`src/rtl/pwr_mon_pkg.sv`:
```
package pwr_mon_pkg;

    typedef struct packed {
        logic load;
        logic dump;
    } win_tick_t;

    function automatic logic [5:0] ceil_log2(input logic [31:0] p);
        logic [5:0] r;
        logic       found;
        r     = 6'd32;
        found = 1'b0;
        for (int i = 0; i < 32; i++) begin
            if (!found && ((64'd1 << i) >= {32'd0, p})) begin
                r     = 6'(i);
                found = 1'b1;
            end
        end
        return r;
    endfunction

endpackage

```
`src/rtl/pwr_mon_sq.sv`:
```
module pwr_mon_sq #(
    parameter int SAMPLE_W = 14,
    localparam int MAG_W = SAMPLE_W - 1,
    localparam int SQ_W  = 2 * MAG_W
) (
    input  logic signed [SAMPLE_W-1:0] samp,
    output logic        [SQ_W-1:0]     sq
);
    logic [SAMPLE_W-1:0] neg;
    logic [MAG_W-1:0]    mag;

    always_comb begin
        neg = ~samp + 1'b1;
        if (samp[SAMPLE_W-1]) begin
            mag = neg[SAMPLE_W-1] ? {MAG_W{1'b1}} : neg[MAG_W-1:0];
        end else begin
            mag = samp[MAG_W-1:0];
        end
        sq = SQ_W'(mag) * SQ_W'(mag);
    end
endmodule

```
`src/rtl/pwr_mon_timer.sv`:
```
module pwr_mon_timer
    import pwr_mon_pkg::*;
#(
    parameter int PERIOD_W = 24,
    localparam int SH_W = $clog2(PERIOD_W + 1)
) (
    input  logic                clk,
    input  logic                rst,
    input  logic                enable,
    input  logic [PERIOD_W-1:0] period,
    output win_tick_t           tk,
    output logic [SH_W-1:0]     shift
);
    logic [PERIOD_W-1:0] cnt;
    logic [PERIOD_W-1:0] p_eff;
    logic [SH_W-1:0]     sh_next;

    always_comb begin
        p_eff   = (period == '0) ? PERIOD_W'(1) : period;
        sh_next = SH_W'(ceil_log2(32'(p_eff)));
        tk.load = enable && (cnt == '0);
        tk.dump = enable && (cnt == PERIOD_W'(1));
    end

    always_ff @(posedge clk) begin
        if (rst || !enable) begin
            cnt   <= '0;
            shift <= '0;
        end else if (cnt == '0 || cnt == PERIOD_W'(1)) begin
            cnt   <= p_eff;
            shift <= sh_next;
        end else begin
            cnt <= cnt - 1'b1;
        end
    end

    AST_RELOAD_AT_END: assert property (@(posedge clk) disable iff (rst)
        (enable && cnt == PERIOD_W'(1)) |=> (cnt == $past(p_eff)));
    AST_IDLE_WHEN_OFF: assert property (@(posedge clk) disable iff (rst)
        !enable |=> (cnt == '0));
endmodule

```
`src/rtl/pwr_mon_acc.sv`:
```
module pwr_mon_acc
    import pwr_mon_pkg::*;
#(
    parameter int IN_W     = 27,
    parameter int ACC_W    = 51,
    parameter int RESULT_W = 20,
    parameter int DROP     = 6,
    parameter int SH_W     = 5
) (
    input  logic                clk,
    input  logic                rst,
    input  logic                enable,
    input  win_tick_t           tk,
    input  logic [SH_W-1:0]     shift,
    input  logic [IN_W-1:0]     sq_in,
    output logic [RESULT_W-1:0] hold
);
    logic [ACC_W-1:0]    acc;
    logic [ACC_W-1:0]    tot;
    logic [ACC_W-1:0]    scaled;
    logic [RESULT_W-1:0] sat;

    always_comb begin
        tot    = acc + ACC_W'(sq_in);
        scaled = (tot >> shift) >> DROP;
        sat    = (|scaled[ACC_W-1:RESULT_W]) ? {RESULT_W{1'b1}} : scaled[RESULT_W-1:0];
    end

    always_ff @(posedge clk) begin
        if (rst || !enable || tk.load || tk.dump) begin
            acc <= '0;
        end else begin
            acc <= tot;
        end
    end

    always_ff @(posedge clk) begin
        if (rst) begin
            hold <= '0;
        end else if (tk.dump) begin
            hold <= sat;
        end
    end

    AST_ACC_CLEARED: assert property (@(posedge clk) disable iff (rst)
        tk.dump |=> (acc == '0));
endmodule

```
`src/rtl/pwr_mon.sv`:
```
module pwr_mon
    import pwr_mon_pkg::*;
#(
    parameter int SAMPLE_W = 14,
    parameter int PERIOD_W = 24,
    parameter int RESULT_W = 20
) (
    input  logic                       clk,
    input  logic                       rst,
    input  logic                       enable,
    input  logic                       complex_mode,
    input  logic [PERIOD_W-1:0]        period,
    input  logic signed [SAMPLE_W-1:0] samp_a,
    input  logic signed [SAMPLE_W-1:0] samp_b,
    output logic [RESULT_W-1:0]        res_a,
    output logic [RESULT_W-1:0]        res_b,
    output logic                       res_valid
);
    localparam int MAG_W = SAMPLE_W - 1;
    localparam int SQ_W  = 2 * MAG_W;
    localparam int IN_W  = SQ_W + 1;
    localparam int ACC_W = IN_W + PERIOD_W;
    localparam int DROP  = SQ_W - RESULT_W;
    localparam int SH_W  = $clog2(PERIOD_W + 1);

    win_tick_t           tk;
    logic [SH_W-1:0]     shift;
    logic [SQ_W-1:0]     sq [2];
    logic [IN_W-1:0]     feed [2];
    logic [RESULT_W-1:0] hold [2];

    pwr_mon_sq #(.SAMPLE_W(SAMPLE_W)) u_sq_a (.samp(samp_a), .sq(sq[0]));
    pwr_mon_sq #(.SAMPLE_W(SAMPLE_W)) u_sq_b (.samp(samp_b), .sq(sq[1]));

    always_comb begin
        feed[0] = complex_mode ? (IN_W'(sq[0]) + IN_W'(sq[1])) : IN_W'(sq[0]);
        feed[1] = IN_W'(sq[1]);
    end

    pwr_mon_timer #(.PERIOD_W(PERIOD_W)) u_timer (
        .clk(clk), .rst(rst), .enable(enable), .period(period),
        .tk(tk), .shift(shift)
    );

    for (genvar g = 0; g < 2; g++) begin : g_ch
        pwr_mon_acc #(
            .IN_W(IN_W), .ACC_W(ACC_W), .RESULT_W(RESULT_W),
            .DROP(DROP), .SH_W(SH_W)
        ) u_acc (
            .clk(clk), .rst(rst), .enable(enable), .tk(tk),
            .shift(shift), .sq_in(feed[g]), .hold(hold[g])
        );
    end

    always_ff @(posedge clk) begin
        if (rst) begin
            res_valid <= 1'b0;
        end else begin
            res_valid <= tk.dump;
        end
    end

    assign res_a = hold[0];
    assign res_b = hold[1];

    AST_RESET_CLEAN: assert property (@(posedge clk)
        rst |=> (!res_valid && res_a == '0 && res_b == '0));
    AST_HOLD_STABLE: assert property (@(posedge clk) disable iff (rst)
        !res_valid |-> ($stable(res_a) && $stable(res_b)));
    AST_QUIET_WHEN_OFF: assert property (@(posedge clk) disable iff (rst)
        !enable |=> !res_valid);
endmodule

```
`config.mk`:
```
export PLATFORM = sky130hd
export DESIGN_NAME = pwr_mon
export DESIGN_NICKNAME = d
export VERILOG_FILES = /design/src/rtl/pwr_mon_pkg.sv /design/src/rtl/pwr_mon_sq.sv /design/src/rtl/pwr_mon_timer.sv /design/src/rtl/pwr_mon_acc.sv /design/src/rtl/pwr_mon.sv
export SDC_FILE = /design/constraint.sdc
export NUM_CORES = 1
export LEC_CHECK = 0
export BUFFER_PORTS_ARGS = -buffer_cell sky130_fd_sc_hd__buf_2
export CAP_MARGIN = 20
export CORE_MARGIN = 3
export CORE_UTILIZATION = 40
export CTS_CLUSTER_DIAMETER = 100
export DETAILED_ROUTE_END_ITERATION = 8
export GPL_ROUTABILITY_DRIVEN = 0
export PLACE_DENSITY = 0.52
export SETUP_SLACK_MARGIN = 0.3
export SYNTH_ARGS = -nofsm -noshare
export SYNTH_HDL_FRONTEND = slang
export SYNTH_HIERARCHICAL = 1
export SYNTH_SLANG_ARGS = --single-unit
```
`constraint.sdc`:
```
create_clock -name clk -period 32.7 [get_ports clk]
set_input_delay 3.27 -clock clk [delete_from_list [all_inputs] [get_ports clk]]
set_output_delay 3.27 -clock clk [all_outputs]
set_load 0.01 [all_outputs]
```
==> flow_summary.toml <==
[timing]
maxSlewViolCount = 0
setup_tns_ns = 0
timing_hold_violations_final = 0
setup_violations = 0
max_freq_mhz = 61.8
slew_headroom = 0.336
period_share = 0.495
hold_slack_ns = 0.495
finalWorstSetupSlack_ns = 16.52
worstMarginPinSlew_ns = 0.996
grt_setup_unrepaired = "false"
fin_crit_ns = 16.18
finClkSkew_ns = 0.0229

[global_route]
grt_max_degree = 87
gr-usage-all-layers = 0.244
antenna_found_initial = 1
grt-ovfl-total = 0
grt_pass1_vias = 26400
grt_first_pass_wirelength_um = 148000

[cts]
clock_path_buffers = 2
cts_sinks = 172
cts_made_buffers = 17
ctsHoldBuffers = 0
cts_tree = "yes"
cts_resized = 0
clk_pin_slew_worst_paths_ns = 0.08
clock_latency_ns = 0.49
ctsHtreeMaxLevel = 4
clockRootBuffer = "clkbuf_16"
cts_setup_buffers = 0

[logic_synthesis]
synth.avg_cell_area_um2 = 7.70
synth_top_area_share = 0.135
synth_xor_area_frac = 0.0571
synth_adder_area_share = 0.228
synthMuxAreaShare = 0.0652
synth_ff_type = "dfxtp_1"
synth_compound_area_frac = 0.229
synth_area_mm2 = 0.0291
synth.ff_latch_count = 172
synth_most_common_cell = "nor2_1"
yosysWarnings = 6
synth_edf_count = 0
synthSimpleGateAreaFrac = 0.219
ys_seq_area_frac = 0.118
synthTopCellsByCount = "nor2_1, inv_1, nand2_1"
synth_area_leaders = "fa_1, dfxtp_1, ha_1"
yosys.cell_types.count = 112
synthArstFlopShare = 0
synth_top_family_by_area = "compound AO/OA/AOI/OAI gates"
syn-num-nets = 4254
synth_area_leader_cell = "fa_1"
netlist_instances = 3785

[die]
coreArea_mm2 = 0.0719
rows = 98
die_h_um = 276
initial_utilization = 0.406
die-area_mm2 = 0.0761
top_level_ports = 97
die_w_um = 276

[drt]
ant_nets = 0
dr.first_iter.drc_count = 2194
firstDrtPassIters = 6
wire_per_inst_um = 19.8
post-route-drc-count = 0
routed_wl_um = 93400
viasPerCell = 5.82
vias = 27400

[setup_path]
path_class = "input port to register"
cp.arrival_ns = 16.55
worstSetupStartpointType = "input port"
crit_fanout = 20
critPathMostFrequentCell = "fa_1"
critPathSlowestCell = "a32oi_1"
worstPathRequired_ns = 33.07
cp-end-kind = "register"
slowest_delay_ns = 0.80

[cells_and_area]
area_growth_syn_to_layout_pct = 5.55
nNetsFinal = 4217
fillers = 7586
drive_gt1_frac = 0.0952
utilization = 0.428

[status]
outcome = "finished, final reports clean"

[job]
max_cap_viol_count = 0

[placement]
hpwlAfterDp_um = 75000
io_buffers = 96
pre_cts_slack_ns = 16.20

[min_path]
hold_class = "register to register"
sequential cells by signal, indices dropped and copies added (netlist names):
name,count
g_ch.u_acc/acc,102
g_ch.u_acc/hold,40
u_timer/cnt,24
u_timer/shift,5
res_valid,1
cell families (layout without fill, tap and decap cells):
family	count (synthesis)	count (layout)
compound gates	933	933
xor+xnor	190	190
fa+ha+maj	413	413
buf+inv	598	573
flops	172	172
mux	153	153
other cells	3	4
simple gates	1323	1323
cell usage in the layout (no fill, tap or decap), types with 61 or more instances in the layout:
cell,count
a211oi_1,61
a21o_1,67
a21oi_1,201
buf_2,96
dfxtp_1,168
fa_1,197
ha_1,216
inv_1,407
mux2i_1,76
nand2_1,320
nand3_1,79
nor2_1,467
nor3_1,84
o21ai_0,157
xnor2_1,103
xor2_1,87
layer usage:
metal | up-vias | GRT usage | part of all wire
met3 | 151 | 0.0340 | 0.054
met1 | 13200 | 0.343 | 0.47
met5 | - | 0 | 0.00011
met2 | 817 | 0.388 | 0.45
li1 | 13300 | - | -
met4 | 2 | 0.0762 | 0.027
final timing paths:
path	startpoint	cells past startpoint	slack (ns)	endpoint
worst max-delay path	samp_a[1]	45	16.52	g_ch[0].u_acc/hold[0]
worst min-delay path	u_timer/shift[2]	1	0.49	u_timer/shift[2]
worst max register to register	g_ch[0].u_acc/acc[0]	16	27.59	g_ch[0].u_acc/hold[0]
worst min register to register	u_timer/shift[2]	1	0.49	u_timer/shift[2]
layout make-up:
| type | instances | area [um^2] | area share |
|---|---|---|---|
| Multi-Input combinational cell | 3015 | 23300 | 0.757 |
| Sequential cell | 172 | 3450 | 0.112 |
| Inverter | 424 | 1610 | 0.0522 |
| Tap cell | 950 | 1190 | 0.0386 |
| Timing Repair Buffer | 118 | 646 | 0.0210 |
| Clock buffer | 17 | 425 | 0.0138 |
| Clock inverter | 14 | 156 | 0.00508 |
| Antenna cell | 1 | 2.50 | 0.0000813 |
per-stage QoR:
stage	std cells	cell area, um^2
final	4711	30800
after global routing	4710	30800
after CTS	4710	30800
after detailed placement	4679	30200
after global placement	4679	30200
after floorplan	3785	29100
worst max-delay path, delay by kind of cell:
| family | cells | cell delay, ns |
|---|---|---|
| xor+xnor | 3 | 0.42 |
| buf+inv | 7 | 1.27 |
| mux | 1 | 0.30 |
| compound gates | 13 | 3.89 |
| simple gates | 12 | 3.42 |
| fa+ha+maj | 9 | 3.95 |
Power is not shown: default switching activity piles up to over one toggle a cycle in this logic, so the estimate is an artifact.
